--- src/rtl/ring_idx_pkg.sv ---
package ring_idx_pkg;
    typedef enum logic {
        SEL_POS = 1'b0,
        SEL_LEN = 1'b1
    } host_sel_e;
endpackage

--- src/rtl/ring_len_reg.sv ---
module ring_len_reg #(
    parameter int W = 16
) (
    input  logic         clk,
    input  logic         rst_n,
    input  logic         init_i,
    input  logic [W-1:0] init_cnt_i,
    input  logic         wr_i,
    input  logic [W-1:0] wdata_i,
    output logic [W-1:0] len_o
);
    typedef struct packed {
        logic [W-1:0] len;
    } state_t;

    state_t s_d, s_q;

    always_comb begin
        s_d = s_q;
        if (init_i) begin
            s_d.len = '0 - init_cnt_i;
        end else if (wr_i) begin
            s_d.len = wdata_i;
        end
    end

    always_ff @(posedge clk or negedge rst_n) begin
        if (!rst_n) s_q <= '0;
        else        s_q <= s_d;
    end

    assign len_o = s_q.len;

    // init stores the negated count
    a_r2_init_len: assert property (@(posedge clk) disable iff (!rst_n)
        init_i |=> (len_o == W'('0 - $past(init_cnt_i))));

    // no write and no init means the length holds
    a_r7_len_hold: assert property (@(posedge clk) disable iff (!rst_n)
        (!init_i && !wr_i) |=> $stable(len_o));
endmodule

--- src/rtl/ring_pos_ctr.sv ---
module ring_pos_ctr #(
    parameter int W = 16
) (
    input  logic         clk,
    input  logic         rst_n,
    input  logic         init_i,
    input  logic [W-1:0] init_cnt_i,
    input  logic         wr_i,
    input  logic [W-1:0] wdata_i,
    input  logic         adv_i,
    input  logic [W-1:0] len_i,
    output logic [W-1:0] pos_o,
    output logic [W-1:0] idx_o,
    output logic         last_o
);
    localparam logic [W-1:0] ALL_ONES = '1;

    typedef struct packed {
        logic [W-1:0] pos;
    } state_t;

    state_t s_d, s_q;
    logic   at_end;

    assign at_end = (s_q.pos == ALL_ONES);

    always_comb begin
        s_d = s_q;
        if (init_i) begin
            s_d.pos = '0 - init_cnt_i;
        end else if (wr_i) begin
            s_d.pos = wdata_i;
        end else if (adv_i) begin
            s_d.pos = at_end ? len_i : s_q.pos + 1'b1;
        end
    end

    always_ff @(posedge clk or negedge rst_n) begin
        if (!rst_n) s_q <= '0;
        else        s_q <= s_d;
    end

    assign pos_o  = s_q.pos;
    assign idx_o  = s_q.pos - len_i;
    assign last_o = at_end;

    // a step off the last entry is a plain increment
    a_r3_step: assert property (@(posedge clk) disable iff (!rst_n)
        (adv_i && !init_i && !wr_i && pos_o != ALL_ONES) |=> (pos_o == W'($past(pos_o) + 1'b1)));

    // a step from all-ones lands on the first descriptor
    a_r4_wrap: assert property (@(posedge clk) disable iff (!rst_n)
        (adv_i && !init_i && !wr_i && pos_o == ALL_ONES) |=> (pos_o == $past(len_i)));

    // init places the counter on the first descriptor
    a_r2_init_pos: assert property (@(posedge clk) disable iff (!rst_n)
        init_i |=> (idx_o == '0));

    // idle cycles keep the position
    a_r9_pos_hold: assert property (@(posedge clk) disable iff (!rst_n)
        (!adv_i && !init_i && !wr_i) |=> $stable(pos_o));
endmodule

--- src/rtl/ring_idx_ctr.sv ---
module ring_idx_ctr
    import ring_idx_pkg::*;
#(
    parameter int W = 16
) (
    input  logic         clk,
    input  logic         rst_n,
    input  logic         stop_i,
    input  logic         init_i,
    input  logic [W-1:0] init_cnt_i,
    input  logic         adv_i,
    input  logic         host_wr_i,
    input  logic         host_rd_i,
    input  logic         host_sel_i,
    input  logic [W-1:0] host_wdata_i,
    output logic [W-1:0] host_rdata_o,
    output logic [W-1:0] pos_o,
    output logic [W-1:0] idx_o,
    output logic         last_o
);
    logic         wr_pos, wr_len, adv_go;
    logic [W-1:0] len_q;
    logic [W-1:0] pos_q;

    assign wr_pos = stop_i && host_wr_i && (host_sel_e'(host_sel_i) == SEL_POS);
    assign wr_len = stop_i && host_wr_i && (host_sel_e'(host_sel_i) == SEL_LEN);
    assign adv_go = adv_i && !stop_i;

    ring_len_reg #(.W(W)) u_len (
        .clk        (clk),
        .rst_n      (rst_n),
        .init_i     (init_i),
        .init_cnt_i (init_cnt_i),
        .wr_i       (wr_len),
        .wdata_i    (host_wdata_i),
        .len_o      (len_q)
    );

    ring_pos_ctr #(.W(W)) u_pos (
        .clk        (clk),
        .rst_n      (rst_n),
        .init_i     (init_i),
        .init_cnt_i (init_cnt_i),
        .wr_i       (wr_pos),
        .wdata_i    (host_wdata_i),
        .adv_i      (adv_go),
        .len_i      (len_q),
        .pos_o      (pos_q),
        .idx_o      (idx_o),
        .last_o     (last_o)
    );

    always_comb begin
        host_rdata_o = '0;
        if (stop_i && host_rd_i) begin
            host_rdata_o = (host_sel_e'(host_sel_i) == SEL_LEN) ? len_q : pos_q;
        end
    end

    assign pos_o = pos_q;

    // reads are closed while running
    a_r8_rd_closed: assert property (@(posedge clk) disable iff (!rst_n)
        !stop_i |-> (host_rdata_o == '0));

    // while stopped, an advance alone moves nothing
    a_r9_stop_blocks: assert property (@(posedge clk) disable iff (!rst_n)
        (stop_i && !host_wr_i && !init_i) |=> $stable(pos_o));

    // host writes while running leave the position alone
    a_r7_run_wr: assert property (@(posedge clk) disable iff (!rst_n)
        (!stop_i && !adv_i && !init_i) |=> $stable(pos_o));
endmodule

--- config.mk ---
export PLATFORM = sky130hd
export DESIGN_NAME = ring_idx_ctr
export DESIGN_NICKNAME = d
export VERILOG_FILES = /design/src/rtl/ring_idx_pkg.sv /design/src/rtl/ring_len_reg.sv /design/src/rtl/ring_pos_ctr.sv /design/src/rtl/ring_idx_ctr.sv
export SDC_FILE = /design/constraint.sdc
export NUM_CORES = 1
export LEC_CHECK = 0
export BUFFER_PORTS_ARGS = -buffer_cell sky130_fd_sc_hd__buf_2
export CAP_MARGIN = 20
export CORE_MARGIN = 8
export CORE_UTILIZATION = 40
export DETAILED_ROUTE_END_ITERATION = 6
export GPL_ROUTABILITY_DRIVEN = 0
export MAX_ROUTING_LAYER = met4
export PLACE_DENSITY_LB_ADDON = 0.08
export SYNTH_ARGS = -nofsm -noshare
export SYNTH_HDL_FRONTEND = slang
export SYNTH_SLANG_ARGS = --single-unit
export TNS_END_PERCENT = 20
--- constraint.sdc ---
create_clock -name clk -period 2.2 [get_ports clk]
set_input_delay 0.33 -clock clk [delete_from_list [all_inputs] [get_ports clk]]
set_output_delay 0.33 -clock clk [all_outputs]
set_load 0.05 [all_outputs]
==> flow_summary.html, run 1 <==
<table>
<tr><th>Metric</th><th>Value</th></tr>
<tr><th colspan="2">Setup path</th></tr>
<tr><td>Number of cells on the worst reg-to-reg path</td><td>10</td></tr>
<tr><td>Endpoint type of the worst setup path</td><td>output port</td></tr>
<tr><td>Required arrival time at the worst endpoint</td><td>1.87 ns</td></tr>
<tr><td>Critical path start-end classification</td><td>flop to output port</td></tr>
<tr><td>Startpoint kind of the worst setup timing path</td><td>flop</td></tr>
<tr><td>Slowest cell on the critical path</td><td>sky130_fd_sc_hd__dfrtp_2</td></tr>
<tr><td>Worst path arrival time</td><td>2.49 ns</td></tr>
<tr><td>Cells along the critical path</td><td>inv_4 &gt; ha_4 &gt; fa_2 &gt; nor2b_2 &gt; o2111a_1 &gt; o2111ai_2 &gt; nand3b_1 &gt; a311oi_4 &gt; xnor2_4 &gt; buf_6</td></tr>
<tr><td>Stage delay of the slowest cell on the critical path</td><td>approximately 0.43 ns</td></tr>
<tr><td>Largest fanout on the critical path</td><td>2</td></tr>
<tr><th colspan="2">Route</th></tr>
<tr><td>Highest metal layer used by the detailed router</td><td>met4</td></tr>
<tr><td>Post-detailed-routing wire length</td><td>11730 um</td></tr>
<tr><td>Detail-routed via count per cell</td><td>5.374</td></tr>
<tr><td>Met1 layer wirelength in the final routing</td><td>around 5400 um</td></tr>
<tr><td>Remaining number of nets flagged by the antenna check after routing</td><td>0</td></tr>
<tr><td>Post-detailed-route wirelength per cell</td><td>16.55 um</td></tr>
<tr><td>Wire length on met2</td><td>5236 um</td></tr>
<tr><td>Met3 wire len</td><td>809 um</td></tr>
<tr><td>Iteration-0 DRC count of the detailed router</td><td>234</td></tr>
<tr><td>Vias post-DR</td><td>3810</td></tr>
<tr><td>Number of remaining DRC errors</td><td>0</td></tr>
<tr><td>Length of the first detailed-routing pass in iterations</td><td>4</td></tr>
<tr><th colspan="2">Run status</th></tr>
<tr><td>Violated checks</td><td>negative setup slack</td></tr>
<tr><td>Status</td><td>finished with violations</td></tr>
<tr><th colspan="2">Clocking</th></tr>
<tr><td>Clk sinks</td><td>32</td></tr>
<tr><td>TritonCTS buffer count</td><td>5</td></tr>
<tr><td>Maximum clock path buffer count</td><td>2</td></tr>
<tr><td>Skew-Pair Late Insertion Delay</td><td>0.29 ns</td></tr>
<tr><td>Clock tree root driver cell</td><td>sky130_fd_sc_hd__clkbuf_8</td></tr>
<tr><td>CTS HTree Levels</td><td>2</td></tr>
<tr><td>Clk slew on worst S/H paths</td><td>0.07 ns</td></tr>
<tr><td>TritonCTS clock tree</td><td>yes</td></tr>
<tr><th colspan="2">Synthesis</th></tr>
<tr><td>Most frequently used cell type in the post-synthesis netlist</td><td>sky130_fd_sc_hd__nand2_1</td></tr>
<tr><td>Warnings, synthesis</td><td>0</td></tr>
<tr><td>Async S/R FF share, synth</td><td>100.0%</td></tr>
<tr><td>Share of cell area taken by muxes after synthesis</td><td>between 6 and 7%</td></tr>
<tr><td>Syn Nets</td><td>494</td></tr>
<tr><td>Share of synthesized area occupied by flip-flops and latches</td><td>24.35%</td></tr>
<tr><td>Number of enable-type register cells in the synthesized netlist</td><td>0</td></tr>
<tr><td>Post-synthesis sequential element count</td><td>32</td></tr>
<tr><td>Yosys top cell by area</td><td>sky130_fd_sc_hd__dfrtp_1</td></tr>
<tr><td>Commonest register cell after synthesis</td><td>sky130_fd_sc_hd__dfrtp_1</td></tr>
<tr><td>Main combinational cell family by area after synthesis</td><td>simple AND/OR/NAND/NOR gates</td></tr>
<tr><td>Synthesized-area fraction occupied by xor and xnor cells</td><td>6.659%</td></tr>
<tr><td>Share of synthesized cell area in and, or, nand and nor gates</td><td>~28%</td></tr>
<tr><td>Compound-gate portion of the synthesized area</td><td>22.37%</td></tr>
<tr><td>Syn_area_per_cell</td><td>7.542 um2</td></tr>
<tr><td>Share of the synthesized area in the top cell type</td><td>24.35%</td></tr>
<tr><td>Fraction of the mapped netlist area in adder cells</td><td>7.078%</td></tr>
<tr><td>Synth unique cells</td><td>57</td></tr>
<tr><td>Area contributors post-synth</td><td>sky130_fd_sc_hd__dfrtp_1, sky130_fd_sc_hd__ha_1, sky130_fd_sc_hd__mux2i_1, sky130_fd_sc_hd__nand2_1, sky130_fd_sc_hd__nor2_1</td></tr>
<tr><td>Number of standard cells after synthesis</td><td>~440</td></tr>
<tr><td>Top cells by count, synth</td><td>sky130_fd_sc_hd__nand2_1, sky130_fd_sc_hd__nor2_1, sky130_fd_sc_hd__dfrtp_1, sky130_fd_sc_hd__a21oi_1, sky130_fd_sc_hd__inv_1</td></tr>
<tr><td>Mapped Area</td><td>3288 um2</td></tr>
<tr><th colspan="2">Timing</th></tr>
<tr><td>Hold violation count in the final report</td><td>0</td></tr>
<tr><td>Endpoints failing setup</td><td>14</td></tr>
<tr><td>Transition at the pin with the smallest max-transition slack</td><td>0.7393 ns</td></tr>
<tr><td>Final worst clock skew</td><td>0.009999 ns</td></tr>
<tr><td>Final-layout worst hold slack</td><td>0.1035 ns</td></tr>
<tr><td>RSZ-0062 raised after global routing</td><td>true</td></tr>
<tr><td>Least setup slack across all paths after layout</td><td>-0.6171 ns</td></tr>
<tr><td>Final max-slew violation count</td><td>0</td></tr>
<tr><td>Post-route fraction of the period consumed by the critical path</td><td>128.1%</td></tr>
<tr><td>Headroom to the max-slew limit</td><td>50.71%</td></tr>
<tr><td>Final min period</td><td>roughly 2.8 ns</td></tr>
<tr><td>Highest attainable clock frequency</td><td>0.3550 GHz</td></tr>
<tr><th colspan="2">Place</th></tr>
<tr><td>Dpl ws</td><td>-0.4986 ns</td></tr>
<tr><td>Half-perimeter wire length of the detailed placement result</td><td>9589 um</td></tr>
<tr><td>Number of instances in the placed design</td><td>699</td></tr>
<tr><td>PortBufs</td><td>88</td></tr>
<tr><th colspan="2">Cells and area</th></tr>
<tr><td>Antenna diode count</td><td>0</td></tr>
<tr><td>Fraction of final layout cells sized beyond drive strength 1</td><td>37.58%</td></tr>
<tr><td>Synth-to-layout area growth</td><td>47.68%</td></tr>
<tr><td>Post-route non-filler standard cell count</td><td>709</td></tr>
<tr><td>Nets</td><td>roughly 660</td></tr>
<tr><td>Final core utilization</td><td>60.00%</td></tr>
<tr><th colspan="2">Global routing</th></tr>
<tr><td>Largest net degree at the start of global routing</td><td>33</td></tr>
<tr><td>Number of global-route vias before repair</td><td>3798</td></tr>
<tr><td>Total overflow reported by the global router</td><td>0</td></tr>
<tr><td>Global-route wire length before repair</td><td>19160 um</td></tr>
<tr><td>Global-route total usage across every layer</td><td>21.37%</td></tr>
<tr><td>Antenna violations before repair</td><td>0</td></tr>
<tr><th colspan="2">Power</th></tr>
<tr><td>Switching share of power</td><td>49.42%</td></tr>
<tr><td>Tot Pwr</td><td>0.004138 W</td></tr>
<tr><td>Power density over the cells</td><td>852.1 nW/um2</td></tr>
<tr><td>Leak Pwr</td><td>2.330 nW</td></tr>
<tr><td>Max IR drop VDD</td><td>approximately 0.00034 V</td></tr>
<tr><td>Net load switching power</td><td>0.002045 W</td></tr>
<tr><td>Proportion of power drawn by combinational gates</td><td>69.9%</td></tr>
<tr><td>Internal Dissipation</td><td>0.002093 W</td></tr>
<tr><td>Clock Power Share</td><td>roughly an eighth</td></tr>
<tr><td>Seq pwr share</td><td>about 18%</td></tr>
<tr><th colspan="2">Floorplanning</th></tr>
<tr><td>I/O Pins</td><td>89</td></tr>
<tr><td>Placement row count</td><td>33</td></tr>
<tr><td>Full die area</td><td>11380 um2</td></tr>
<tr><td>Horizontal extent of the die</td><td>106.7 um</td></tr>
<tr><td>Die Height</td><td>about 110 um</td></tr>
<tr><td>Starting density of the core</td><td>approximately two fifths</td></tr>
<tr><td>Area inside the core boundary</td><td>8093 um2</td></tr>
<tr><th colspan="2">Flow run</th></tr>
<tr><td>Maxcap violations</td><td>0</td></tr>
<tr><th colspan="2">Min path</th></tr>
<tr><td>Worst hold path class</td><td>input pin to asynchronous set/reset pin</td></tr>
</table>
[layer usage]
layer	vias up	track usage, %
met5	-	-
met2	137	33.66
li1	1916	-
met3	22	2.519
met4	0	6.834
met1	1735	27.96
[path summary, 6_finish.rpt]
path                                            startpoint                    endpoint  slack (ns)
worst max register to register  u_pos.pos_o[1]$_DFFE_PN0P_  u_pos.pos_o[9]$_DFFE_PN0P_        0.12
worst max-delay path            u_pos.pos_o[0]$_DFFE_PN0P_                   idx_o[14]       -0.62
min in group clk                           host_wdata_i[6]  u_len.len_o[6]$_DFFE_PN0P_        0.32
max in group asynchronous                            rst_n  u_pos.pos_o[8]$_DFFE_PN0P_        1.57
worst min register to register  u_len.len_o[6]$_DFFE_PN0P_  u_len.len_o[6]$_DFFE_PN0P_        0.67
worst min-delay path                                 rst_n  u_len.len_o[4]$_DFFE_PN0P_        0.10
[per-stage QoR]
step	instance area (um2)	setup TNS, ns
final	4856	-4.941
after global routing	4856	-6.701
after CTS	4801	-5.324
after detailed placement	4594	-3.273
after global placement	4594	-2.897
after floorplan	3437	-7.594
[cell usage in the layout (no fill, tap or decap), types with 5 or more instances in the layout]
cell type,n
sky130_fd_sc_hd__a211oi_1,9
sky130_fd_sc_hd__a21oi_1,24
sky130_fd_sc_hd__a31oi_1,10
sky130_fd_sc_hd__and3_1,7
sky130_fd_sc_hd__buf_2,74
sky130_fd_sc_hd__buf_4,97
sky130_fd_sc_hd__buf_6,10
sky130_fd_sc_hd__clkbuf_8,7
sky130_fd_sc_hd__dfrtp_1,25
sky130_fd_sc_hd__dfrtp_2,7
sky130_fd_sc_hd__ha_1,14
sky130_fd_sc_hd__inv_1,26
sky130_fd_sc_hd__mux2i_1,20
sky130_fd_sc_hd__nand2_1,53
sky130_fd_sc_hd__nand3_1,17
sky130_fd_sc_hd__nand4_1,6
sky130_fd_sc_hd__nor2_1,48
sky130_fd_sc_hd__nor3_1,11
sky130_fd_sc_hd__o211ai_1,9
sky130_fd_sc_hd__o21ai_0,14
sky130_fd_sc_hd__o21ai_1,7
sky130_fd_sc_hd__o31ai_1,5
sky130_fd_sc_hd__or3_1,6
sky130_fd_sc_hd__xnor2_1,12
sky130_fd_sc_hd__xor2_1,6
[sequential cells by signal, indices dropped and copies added (netlist names)]
name and flops:
u_len.len_o 16, u_pos.pos_o 16
[repair_timing]
action / in CTS / in global routing
endpoints found under the setup margin: 14 / 17
hold buffers: 0 / 0
gates resized for setup: 31 / 7
buffers inserted: 0 / 2
endpoints found under the hold margin: 0 / 0
pin swaps: 13 / 8
[critical path, delay by kind of cell (launching register included)]
family          cells  cell delay (ns)
fa+ha+maj           2             0.33
compound gates      3             0.82
simple gates        2             0.23
flops               1             0.43
buf+inv             2             0.23
xor+xnor            1             0.15
[logic make-up after synthesis]
group | Yosys count
muxes | 20
adders and majority gates | 18
xor gates and xnor gates | 25
DFF | 32
buffers and inverters | 49
AOI/OAI and AO/OA | 113
and+or+nand+nor | 179
[area by class of cell]
cell class	count	area, um2
Multi-Input combinational cell	355	2494
Timing Repair Buffer	181	1211
Tap cell	105	131.4
Fill cell	806	3237
Sequential cell	32	809.5
Inverter	28	110.1
Clock buffer	8	100.1
[power groups by stage]
stage	registers, W	logic (W)	clock network [W]
floorplan	0.000940	0.00162	0
global placement	0.000740	0.00263	0
detailed placement	0.000743	0.00267	0
CTS	0.000736	0.00286	0.000515
global route	0.000747	0.00309	0.000546
finish	0.000738	0.00289	0.000508
Power figures use the tool's default switching activity.
==> inputs of run 2 (changes only) <==
--- a/config.mk
+++ b/config.mk
@@ -5,6 +5,7 @@
 export SDC_FILE = /design/constraint.sdc
 export NUM_CORES = 1
 export LEC_CHECK = 0
+export ABC_AREA = 1
 export BUFFER_PORTS_ARGS = -buffer_cell sky130_fd_sc_hd__buf_2
 export CAP_MARGIN = 20
 export CORE_MARGIN = 8
==> run 2 against run 1 <==
The flow still finishes with violations (negative setup slack). Non-clock buffer count down 25. Register-to-register slack better by 0.03 ns. Design area up 7.0%. Final cell count up 17%. Sequential share of layout area down 1.0 points. Area after synthesis up 6.1%. Global-route usage up 0.79 points. Combinational power up 24%. Worst hold slack about the same. Utilization up 0.48 points. Fmax up 20%. Power up 18%. Critical endpoint unchanged.
==> flow_summary.html, run 2 <==
<table>
<tr><th>Metric</th><th>Value</th></tr>
<tr><th colspan="2">Run status</th></tr>
<tr><td>Status</td><td>finished with violations (unchanged)</td></tr>
<tr><td>Violated checks</td><td>negative setup slack (unchanged)</td></tr>
<tr><th colspan="2">Timing</th></tr>
<tr><td>Hold violation count in the final report</td><td>0 (unchanged)</td></tr>
<tr><td>Post-route fraction of the period consumed by the critical path</td><td>106.6% (was 128.1%)</td></tr>
<tr><td>Final min period</td><td>2.346 ns (was 2.817 ns)</td></tr>
<tr><td>Final-layout worst hold slack</td><td>0.1038 ns (was 0.1035 ns)</td></tr>
<tr><td>Endpoints failing setup</td><td>11 (was 14)</td></tr>
<tr><td>Final max-slew violation count</td><td>0 (unchanged)</td></tr>
<tr><td>RSZ-0062 raised after global routing</td><td>true (unchanged)</td></tr>
<tr><td>Highest attainable clock frequency</td><td>0.4263 GHz (was 0.3550 GHz)</td></tr>
<tr><td>Final worst clock skew</td><td>0.005854 ns (was 0.009999 ns)</td></tr>
<tr><td>Transition at the pin with the smallest max-transition slack</td><td>0.7674 ns (was 0.7393 ns)</td></tr>
<tr><td>Headroom to the max-slew limit</td><td>48.84% (was 50.71%)</td></tr>
<tr><td>Least setup slack across all paths after layout</td><td>-0.1459 ns (was -0.6171 ns)</td></tr>
<tr><th colspan="2">Setup path</th></tr>
<tr><td>Critical path start-end classification</td><td>flop to output port (unchanged)</td></tr>
<tr><td>Startpoint kind of the worst setup timing path</td><td>flop (unchanged)</td></tr>
<tr><td>Required arrival time at the worst endpoint</td><td>1.87 ns (about the same)</td></tr>
<tr><td>Largest fanout on the critical path</td><td>4 (was 2)</td></tr>
<tr><td>Endpoint type of the worst setup path</td><td>output port (unchanged)</td></tr>
<tr><td>Worst path arrival time</td><td>2.02 ns (was 2.49 ns)</td></tr>
<tr><th colspan="2">Synthesis</th></tr>
<tr><td>Number of standard cells after synthesis</td><td>576 (was 436)</td></tr>
<tr><td>Post-synthesis sequential element count</td><td>32 (unchanged)</td></tr>
<tr><td>Yosys top cell by area</td><td>sky130_fd_sc_hd__dfrtp_1 (unchanged)</td></tr>
<tr><td>Synth unique cells</td><td>37 (was 57)</td></tr>
<tr><td>Most frequently used cell type in the post-synthesis netlist</td><td>sky130_fd_sc_hd__nand2_1 (unchanged)</td></tr>
<tr><td>Warnings, synthesis</td><td>0 (unchanged)</td></tr>
<tr><td>Mapped Area</td><td>3487 um2 (was 3288 um2)</td></tr>
<tr><td>Syn Nets</td><td>634 (was 494)</td></tr>
<tr><td>Number of enable-type register cells in the synthesized netlist</td><td>0 (unchanged)</td></tr>
<tr><td>Top cells by count, synth</td><td>sky130_fd_sc_hd__nand2_1, sky130_fd_sc_hd__nor2_1, sky130_fd_sc_hd__inv_1, sky130_fd_sc_hd__a21oi_1, sky130_fd_sc_hd__nand3_1 (was sky130_fd_sc_hd__nand2_1, sky130_fd_sc_hd__nor2_1, sky130_fd_sc_hd__dfrtp_1, sky130_fd_sc_hd__a21oi_1, sky130_fd_sc_hd__inv_1)</td></tr>
<tr><td>Syn_area_per_cell</td><td>6.054 um2 (was 7.542 um2)</td></tr>
<tr><td>Share of synthesized area occupied by flip-flops and latches</td><td>22.96% (was 24.35%)</td></tr>
<tr><td>Commonest register cell after synthesis</td><td>sky130_fd_sc_hd__dfrtp_1 (unchanged)</td></tr>
<tr><td>Area contributors post-synth</td><td>sky130_fd_sc_hd__dfrtp_1, sky130_fd_sc_hd__nand2_1, sky130_fd_sc_hd__nor2_1, sky130_fd_sc_hd__inv_1, sky130_fd_sc_hd__a21oi_1 (was sky130_fd_sc_hd__dfrtp_1, sky130_fd_sc_hd__ha_1, sky130_fd_sc_hd__mux2i_1, sky130_fd_sc_hd__nand2_1, sky130_fd_sc_hd__nor2_1)</td></tr>
<tr><td>Async S/R FF share, synth</td><td>100.0% (unchanged)</td></tr>
<tr><td>Share of the synthesized area in the top cell type</td><td>22.96% (was 24.35%)</td></tr>
<tr><th colspan="2">Route</th></tr>
<tr><td>Iteration-0 DRC count of the detailed router</td><td>339 (was 234)</td></tr>
<tr><td>Remaining number of nets flagged by the antenna check after routing</td><td>0 (unchanged)</td></tr>
<tr><td>Post-detailed-route wirelength per cell</td><td>15.51 um (was 16.55 um)</td></tr>
<tr><td>Number of remaining DRC errors</td><td>0 (unchanged)</td></tr>
<tr><td>Length of the first detailed-routing pass in iterations</td><td>4 (unchanged)</td></tr>
<tr><td>Post-detailed-routing wire length</td><td>12920 um (was 11730 um)</td></tr>
<tr><td>Vias post-DR</td><td>4319 (was 3810)</td></tr>
<tr><td>Detail-routed via count per cell</td><td>5.185 (was 5.374)</td></tr>
<tr><th colspan="2">Cells and area</th></tr>
<tr><td>Nets</td><td>782 (was 661)</td></tr>
<tr><td>Fill cells</td><td>818 (was 806)</td></tr>
<tr><td>Area used by sequential logic in the layout</td><td>813.3 um2 (was 809.5 um2)</td></tr>
<tr><td>Antenna diode count</td><td>0 (unchanged)</td></tr>
<tr><td>Top library cells by usage in the layout, fill and taps aside</td><td>sky130_fd_sc_hd__nand2_1, sky130_fd_sc_hd__nor2_1, sky130_fd_sc_hd__buf_2 (was sky130_fd_sc_hd__buf_4, sky130_fd_sc_hd__buf_2, sky130_fd_sc_hd__nand2_1)</td></tr>
<tr><td>Most common cell after layout, fill and taps aside</td><td>sky130_fd_sc_hd__nand2_1 (was sky130_fd_sc_hd__buf_4)</td></tr>
<tr><td>Fraction of final layout cells sized beyond drive strength 1</td><td>34.48% (was 37.58%)</td></tr>
<tr><td>Final std cell area, no fill</td><td>5197 um2 (was 4856 um2)</td></tr>
<tr><td>Synth-to-layout area growth</td><td>49.05% (was 47.68%)</td></tr>
<tr><td>Multi-input combinational cell area</td><td>2803 um2 (was 2494 um2)</td></tr>
<tr><td>Post-route non-filler standard cell count</td><td>833 (was 709)</td></tr>
<tr><th colspan="2">Floorplanning</th></tr>
<tr><td>Area inside the core boundary</td><td>8593 um2 (was 8093 um2)</td></tr>
<tr><td>Placement row count</td><td>34 (was 33)</td></tr>
<tr><td>Horizontal extent of the die</td><td>109.4 um (was 106.7 um)</td></tr>
<tr><td>Full die area</td><td>11960 um2 (was 11380 um2)</td></tr>
<tr><td>Starting density of the core</td><td>40.58% (was 40.63%)</td></tr>
<tr><td>Die Height</td><td>109.4 um (was 106.7 um)</td></tr>
<tr><td>I/O Pins</td><td>89 (unchanged)</td></tr>
<tr><th colspan="2">Flow run</th></tr>
<tr><td>Maxcap violations</td><td>0 (unchanged)</td></tr>
<tr><th colspan="2">Global routing</th></tr>
<tr><td>Largest net degree at the start of global routing</td><td>33 (unchanged)</td></tr>
<tr><td>Antenna violations before repair</td><td>0 (unchanged)</td></tr>
<tr><td>Global-route total usage across every layer</td><td>22.17% (was 21.37%)</td></tr>
<tr><td>Total overflow reported by the global router</td><td>0 (unchanged)</td></tr>
<tr><td>Number of global-route vias before repair</td><td>4159 (was 3798)</td></tr>
<tr><td>Global-route wire length before repair</td><td>20420 um (was 19160 um)</td></tr>
<tr><th colspan="2">Power</th></tr>
<tr><td>Power density over the cells</td><td>936.1 nW/um2 (was 852.1 nW/um2)</td></tr>
<tr><td>Max IR drop VDD</td><td>0.0003864 V (was 0.0003362 V)</td></tr>
<tr><td>Leak Pwr</td><td>2.660 nW (was 2.330 nW)</td></tr>
<tr><th colspan="2">Clocking</th></tr>
<tr><td>TritonCTS buffer count</td><td>5 (unchanged)</td></tr>
<tr><td>Clk sinks</td><td>32 (unchanged)</td></tr>
<tr><td>TritonCTS clock tree</td><td>yes (unchanged)</td></tr>
<tr><td>Maximum clock path buffer count</td><td>2 (unchanged)</td></tr>
<tr><td>CTS HTree Levels</td><td>2 (unchanged)</td></tr>
<tr><td>Clock tree root driver cell</td><td>sky130_fd_sc_hd__clkbuf_8 (unchanged)</td></tr>
<tr><td>Post-CTS Hold Fix Bufs</td><td>0 (unchanged)</td></tr>
<tr><td>Skew-Pair Late Insertion Delay</td><td>0.29 ns (about the same)</td></tr>
<tr><td>Clk slew on worst S/H paths</td><td>0.07 ns (about the same)</td></tr>
<tr><th colspan="2">Min path</th></tr>
<tr><td>Worst hold path class</td><td>input pin to asynchronous set/reset pin (unchanged)</td></tr>
<tr><th colspan="2">Place</th></tr>
<tr><td>Post-detailed-placement cell area</td><td>4722 um2 (was 4594 um2)</td></tr>
<tr><td>Dpl ws</td><td>-0.02424 ns (was -0.4986 ns)</td></tr>
<tr><td>PortBufs</td><td>88 (unchanged)</td></tr>
<tr><td>Half-perimeter wire length of the detailed placement result</td><td>10350 um (was 9589 um)</td></tr>
<tr><td>Number of instances in the placed design</td><td>819 (was 699)</td></tr>
</table>
==> run 2: changes by cell type after synthesis, moves of 7 or more <==
cell	change
sky130_fd_sc_hd__nor2_1	+38
sky130_fd_sc_hd__inv_1	+48
sky130_fd_sc_hd__o21ai_0	+9
sky130_fd_sc_hd__a211oi_1	+8
sky130_fd_sc_hd__nand2_1	+101
sky130_fd_sc_hd__and3_1	-7
sky130_fd_sc_hd__nand3_1	+26
sky130_fd_sc_hd__clkbuf_1	-8
sky130_fd_sc_hd__xnor2_1	-11
sky130_fd_sc_hd__a21oi_1	+16
sky130_fd_sc_hd__mux2i_1	-19
==> run 2: final cells by class <==
cell class                      instances  share of cell area, %
Tap cell                              108                  2.600
Clock buffer                            8                  1.926
Multi-Input combinational cell        453                  53.92
Inverter                               76                  5.585
Timing Repair Buffer                  156                  20.32
Sequential cell                        32                  15.65
==> run 2: worst paths after layout <==
| check | start | end | slack (ns) | cells after the start |
|---|---|---|---|---|
| hold / removal | rst_n | u_pos.pos_o[1]$_DFFE_PN0P_ | 0.10 | 1 |
| hold reg to reg | u_len.len_o[6]$_DFFE_PN0P_ | u_len.len_o[6]$_DFFE_PN0P_ | 0.58 | 2 |
| max in group asynchronous | rst_n | u_pos.pos_o[8]$_DFFE_PN0P_ | 1.55 | 1 |
| setup / recovery | u_len.len_o[3]$_DFFE_PN0P_ | idx_o[14] | -0.15 | 12 |
| setup reg to reg | u_pos.pos_o[1]$_DFFE_PN0P_ | u_pos.pos_o[9]$_DFFE_PN0P_ | 0.15 | 11 |
| min in group clk | host_wdata_i[14] | u_len.len_o[14]$_DFFE_PN0P_ | 0.33 | 3 |
==> run 2: metrics by stage <==
stage | power [W] | utilization [%] | TNS (ns)
2_1_floorplan | 0.002941 | - | -1.770
3_3_place_gp | 0.003791 | 54.95 | 0
3_5_place_dp | 0.003829 | 54.95 | -0.04395
4_1_cts | 0.004742 | 59.23 | -0.9181
5_1_grt | 0.005138 | 60.48 | -2.316
6_report | 0.004866 | 60.48 | -1.168
==> run 2: worst max-delay path, stage by stage, from the launching register on <==
cell                      delay, ns
sky130_fd_sc_hd__dfrtp_1       0.40
sky130_fd_sc_hd__inv_2         0.09
sky130_fd_sc_hd__ha_4          0.23
sky130_fd_sc_hd__a21oi_4       0.16
sky130_fd_sc_hd__o21ai_2       0.08
sky130_fd_sc_hd__nand2_1       0.09
sky130_fd_sc_hd__nand3_2       0.13
sky130_fd_sc_hd__nand2_1       0.12
sky130_fd_sc_hd__inv_2         0.05
sky130_fd_sc_hd__nor2_2        0.10
sky130_fd_sc_hd__nand2_1       0.07
sky130_fd_sc_hd__nand2_2       0.07
sky130_fd_sc_hd__buf_8         0.14
==> run 2: timing repair <==
item,in CTS,in global routing
buffers inserted,2,4
endpoints found under the setup margin,13,19
pin swaps,14,15
cloned,0,0
gates resized for setup,64,20
==> run 2: metal layers <==
| layer | track usage [%] | vias to the layer above | part of all wire (%) |
|---|---|---|---|
| met4 | 8.293 | 0 | 2.8 |
| met1 | 29.27 | 1936 | 46 |
| met5 | - | - | 0 |
| met3 | 2.638 | 33 | 6.0 |
| li1 | - | 2176 | - |
| met2 | 34.02 | 174 | 46 |
==> run 2: logic make-up after synthesis <==
| group | after synthesis | share of synthesized area (%) |
|---|---|---|
| buf+inv | 91 | 10.12 |
| simple gates | 305 | 36.35 |
| fa+ha+maj | 18 | 6.674 |
| mux | 1 | 0.2871 |
| flops | 32 | 22.96 |
| compound gates | 109 | 18.59 |
| xor+xnor | 20 | 5.023 |
==> run 2: power by group <==
part	total, W	switching (W)	internal [W]
logic	0.00358	0.00221	0.00138
registers	0.000772	0.0000882	0.000683
clock network	0.000513	0.000227	0.000286
